<file path="config.mk">
export PLATFORM = sky130hd
export DESIGN_NAME = bfu_top
export DESIGN_NICKNAME = d
export VERILOG_FILES = /design/src/rtl/bfu_pkg.sv /design/src/rtl/bfu_lsb_index.sv /design/src/rtl/bfu_extract.sv /design/src/rtl/bfu_insert.sv /design/src/rtl/bfu_top.sv
export SDC_FILE = /design/constraint.sdc
export NUM_CORES = 1
export LEC_CHECK = 0
export BUFFER_PORTS_ARGS = -buffer_cell sky130_fd_sc_hd__buf_2
export CELL_PAD_IN_SITES_DETAIL_PLACEMENT = 1
export CELL_PAD_IN_SITES_GLOBAL_PLACEMENT = 1
export CORE_MARGIN = 5
export CORE_UTILIZATION = 38
export CTS_CLUSTER_SIZE = 20
export DETAILED_ROUTE_END_ITERATION = 10
export MAX_ROUTING_LAYER = met4
export PLACE_DENSITY_LB_ADDON = 0.1
export SLEW_MARGIN = 20
export SYNTH_ARGS = -nofsm -noshare
export SYNTH_HDL_FRONTEND = slang
export SYNTH_HIERARCHICAL = 1
export SYNTH_SLANG_ARGS = --single-unit
</file>
<file path="constraint.sdc">
create_clock -name clk_i -period 0.9 [get_ports clk_i]
set_input_delay 0.18 -clock clk_i [delete_from_list [all_inputs] [get_ports clk_i]]
set_output_delay 0.18 -clock clk_i [all_outputs]
set_load 0.05 [all_outputs]
</file>
<file path="src/rtl/bfu_pkg.sv">
package bfu_pkg;
  typedef enum logic {
    OP_LOAD  = 1'b0,
    OP_STORE = 1'b1
  } bfu_op_e;
endpackage

</file>
<file path="src/rtl/bfu_lsb_index.sv">
module bfu_lsb_index #(
  parameter int W     = 8,
  localparam int IDX_W = $clog2(W)
) (
  input  logic [W-1:0]     mask_i,
  output logic [IDX_W-1:0] idx_o
);
  // Scan from the top so the lowest set bit wins; a zero mask gives index 0.
  always_comb begin
    idx_o = '0;
    for (int i = W - 1; i >= 0; i--) begin
      if (mask_i[i]) idx_o = IDX_W'(i);
    end
  end
endmodule

</file>
<file path="src/rtl/bfu_extract.sv">
module bfu_extract #(
  parameter int W     = 8,
  localparam int IDX_W = $clog2(W)
) (
  input  logic [W-1:0]     data_i,
  input  logic [W-1:0]     mask_i,
  input  logic [IDX_W-1:0] idx_i,
  output logic [W-1:0]     field_o
);
  assign field_o = (data_i & mask_i) >> idx_i;
endmodule

</file>
<file path="src/rtl/bfu_insert.sv">
module bfu_insert #(
  parameter int W     = 8,
  localparam int IDX_W = $clog2(W)
) (
  input  logic [W-1:0]     src_i,
  input  logic [W-1:0]     old_i,
  input  logic [W-1:0]     mask_i,
  input  logic [IDX_W-1:0] idx_i,
  output logic [W-1:0]     merged_o
);
  logic [W-1:0] placed;
  assign placed   = src_i << idx_i;
  assign merged_o = (placed & mask_i) | (old_i & ~mask_i);
endmodule

</file>
<file path="src/rtl/bfu_top.sv">
module bfu_top
  import bfu_pkg::*;
#(
  parameter int FIELD_W = 8,
  parameter int REG_W   = 32,
  localparam int IDX_W  = $clog2(FIELD_W)
) (
  input  logic               clk_i,
  input  logic               rst_ni,
  input  logic               start_i,
  input  logic               op_i,
  input  logic [FIELD_W-1:0] mask_i,
  input  logic [FIELD_W-1:0] mem_byte_i,
  input  logic [REG_W-1:0]   reg_val_i,
  output logic [REG_W-1:0]   result_o,
  output logic               valid_o
);
  logic [IDX_W-1:0]   lsb_idx;
  logic [FIELD_W-1:0] ld_field;
  logic [FIELD_W-1:0] st_byte;
  logic [REG_W-1:0]   next_res;
  bfu_op_e            op;

  assign op = bfu_op_e'(op_i);

  bfu_lsb_index #(.W(FIELD_W)) u_idx (
    .mask_i (mask_i),
    .idx_o  (lsb_idx)
  );

  bfu_extract #(.W(FIELD_W)) u_ext (
    .data_i  (mem_byte_i),
    .mask_i  (mask_i),
    .idx_i   (lsb_idx),
    .field_o (ld_field)
  );

  bfu_insert #(.W(FIELD_W)) u_ins (
    .src_i    (reg_val_i[FIELD_W-1:0]),
    .old_i    (mem_byte_i),
    .mask_i   (mask_i),
    .idx_i    (lsb_idx),
    .merged_o (st_byte)
  );

  always_comb begin
    if (op == OP_LOAD) next_res = {reg_val_i[REG_W-1:FIELD_W], ld_field};
    else               next_res = {{(REG_W-FIELD_W){1'b0}}, st_byte};
  end

  always_ff @(posedge clk_i or negedge rst_ni) begin
    if (!rst_ni) begin
      result_o <= '0;
      valid_o  <= 1'b0;
    end else begin
      valid_o <= start_i;
      if (start_i) result_o <= next_res;
    end
  end
endmodule

</file>
==> metrics <==
initial antenna violation count 0; setup_tns -8845 ps; Slew @ Worst Pin 330.6 ps; Final period util 179.9%; ANT nets after route 0; TritonCTS clock tree yes; Post-Synth Adder-Cell Area 0%; Cells after DPL 411; vias between 2k and 2.5k; Async SR Flop Fraction 100.0%; # clock sinks 33; area grow syn2layout 68.02%; pwr/cell area about 1400 nW/um^2; register-to-register path setup slack roughly 10 ps; Syn Inst Count about 240; Synth Register Bits 33; Tmin final roughly 1600 ps; DR DRC count 0; Nets between 400 and 500; post-route setup slack -719.0 ps; R2R depth 4; worst-path cell chain buf_12, o41ai_4, buf_12, mux4_2, nand2_1, a31oi_1, mux2i_1, a21oi_1; fmax around 0.6 GHz; Worst-Skew Late Latency approximately 270 ps; post-synthesis simple-gate area fraction 21.16%; Final Skew 0 ps; critical path startpoint category input port; EDFF count, synth 0; most used cell, CP buf_12; H-tree levels 2; Worst R2R Start result_o[1]$_DFFE_PN0P_; port bufs between 80 and 90; worst rel slew slack just under 80%; DR WL/cell 17.22 um; non-filler cells, final roughly 440; maxcap violations 0; RSZ-0062 raised after global routing yes; initial core utilization between 30 and 40%; die area between 7000 and 8000 sq um; vias in the first global route 2409; layout cell share with drive strength beyond 1 ~50%; Final Setup Violations 41; DRT iter0 DRCs 80; worst hold path class input port to register; Seq/Total Area, Yosys between 30% and 40%; Worst Hold End result_o[23]$_DFFE_PN0P_; largest net degree at the start of global routing 36; GP Congestion just over 0.8; ys flop type dfrtp_1; Max stage delay on crit path approximately 500 ps; gr usage total a little over a fifth; row cnt 27; clock transition at the registers of the reported paths 60 ps; die height 84.84 um; Max Buffers Root-to-Sink 2; Max FO, Critical Path 16; Slew Limit Fails 0; io pins 85; CP Data Required Time 1060 ps; final hold violation count 0; multiplexer share of the synthesized area between 10% and 20%; grt total ovfl 0; crit end category register; Root Buffer clkbuf_8; failing checks negative setup slack; Hold Crit Depth 3; post-synthesis xor/xnor area fraction 0%; Worst Path Class, Setup input port to register; warnings from Yosys 6; first-pass GRT wire length roughly 12000 um; CTS Buf Count 5; Slowest cell on crit path mux4_2; WP data arrival 1780 ps; Core Area about 5500 sq um; synthesized net count slightly below 300; origin of the worst min-delay path reg_val_i[23]; vias per std cell 5.249; final wirelength approximately 7600 um; Inserted Diodes 0; worst r2r dst result_o[1]$_DFFE_PN0P_; worst ir drop on vdd 0.5949 mV; status complete, but fails checks; synthesized area about 2100 sq um; main combinational cell family by area after synthesis simple AND/OR/NAND/NOR gates; Yosys cell types between 40 and 50; DRT Pass-1 Iters 5; syn avg cell area between 8 and 9 sq um; LEAKAGE between 1.5 and 2 nW; DP HPWL 5268 um; Synth Area in Compound Gates between 15 and 20%; die width approximately 85 um
## cell type report
class / count / area (sq um)
multi-input combinational: 156 / 1252
timing repair buffer: 141 / 1197
sequential: 33 / 825.8
clock buffer: 7 / 86.33
inverter: 33 / 123.9
fill: 612 / 1897
tap: 72 / 90.09
## sequential cells by signal, summed over array words and instances (netlist names)
signal,flops
result_o,32
valid_o,1
## cells by family (layout without fill, tap and decap cells)
group / after synthesis / count (layout)
AND/OR/NAND/NOR: 75 / 75
flip-flops: 33 / 33
AO/OA/AOI/OAI: 58 / 58
buffers and inverters: 48 / 181
multiplexers: 23 / 23
## cell usage after synthesis, types with 2 or more instances
library cell,instances,area share (%)
dfrtp_1,33,39
inv_1,33,5.8
nand3b_1,25,8.8
o21ai_0,23,5.4
nand2_1,13,2.3
nor2_1,12,2.1
a21oi_1,11,2.6
mux2i_1,11,5.2
o22ai_1,8,2.4
buf_2,7,1.6
mux2_2,7,3.7
clkbuf_1,5,0.88
mux4_2,4,4.2
a31oi_1,3,0.88
nand3_1,3,0.71
nand4b_1,3,1.2
nor2b_1,3,0.88
nor4_1,3,0.88
o21ai_1,3,0.71
and3b_1,2,0.82
buf_6,2,1.1
nand2b_1,2,0.59
o31ai_1,2,0.71
or2_2,2,0.59
## worst max path at each step
stage                   start                       to  slack (ps)  depth (start not counted)
global placement    mask_i[6]  result_o[6]$_DFFE_PN0P_       -1050                         11
finish              mask_i[0]  result_o[4]$_DFFE_PN0P_        -720                          8
CTS                 mask_i[2]  result_o[0]$_DFFE_PN0P_        -720                          7
detailed placement  mask_i[0]  result_o[3]$_DFFE_PN0P_       -1110                         11
floorplan           mask_i[3]  result_o[0]$_DFFE_PN0P_        -880                          6
global route        mask_i[0]  result_o[4]$_DFFE_PN0P_        -800                          8
## power breakdown
group          switching [mW]  internal, mW  total, mW
combinational            1.12         0.920       2.04
sequential              0.101          1.62       1.72
clock                   0.483         0.606       1.09
## cells in the final DEF (no fill, tap or decap), types with 2 or more instances in the layout
cell / Yosys / layout
buf_6: 2 / 41
inv_1: 33 / 32
dfrtp_1: 33 / 33
buf_12: 0 / 7
nand4b_1: 3 / 3
a21oi_2: 0 / 2
mux2i_1: 11 / 10
a21oi_1: 11 / 9
o31ai_2: 0 / 2
a31oi_1: 3 / 2
nand3b_1: 25 / 25
nand3_1: 3 / 3
nand2_1: 13 / 12
nand2b_1: 2 / 2
buf_2: 7 / 45
nor2b_1: 3 / 2
o21ai_1: 3 / 2
o21ai_0: 23 / 23
o22ai_1: 8 / 3
clkbuf_8: 0 / 6
buf_4: 1 / 46
mux2_2: 7 / 4
and3b_1: 2 / 2
mux2_4: 1 / 4
nor2_1: 12 / 11
nor2_4: 0 / 2
mux4_2: 4 / 4
o22ai_2: 0 / 5
## worst max-delay path: cells and delay by family
family | cells | cell delay [ps]
multiplexers | 2 | 650
buffers and inverters | 2 | 300
AO/OA/AOI/OAI | 3 | 570
AND/OR/NAND/NOR | 1 | 70
## what timing repair did
action	CTS	global route
endpoints found under the setup margin	41	41
setup buffers	13	9
hold endpoints to repair	33	0
resized for setup	99	9
cloned	1	0
pin swaps	5	6
hold buffers	1	0
## per-layer routing
| metal | vias up | share of wire (%) | global-route usage (%) |
|---|---|---|---|
| met4 | 0 | 1.7 | 6.331 |
| met3 | 10 | 3.9 | 3.010 |
| li1 | 1098 | - | - |
| met2 | 74 | 53 | 36.44 |
| met5 | - | 0 | - |
| met1 | 1138 | 42 | 25.86 |
## per-stage QoR
step | worst slack (ps) | util (%) | power, mW | cell area, sq um | hold WS (ps)
2_1_floorplan | -883.0 | - | 2.729 | 2201 | -115.6
3_3_place_gp | -1050 | 53.66 | 3.299 | 2937 | 153.5
3_5_place_dp | -1109 | 53.66 | 3.337 | 2937 | 153.7
4_1_cts | -717.3 | 63.19 | 4.767 | 3458 | 139.1
5_1_grt | -798.4 | 65.34 | 5.097 | 3576 | 159.4
6_report | -719.0 | 65.34 | 4.849 | 3576 | 145.5
No activity file was read; power rests on OpenSTA's default activity.
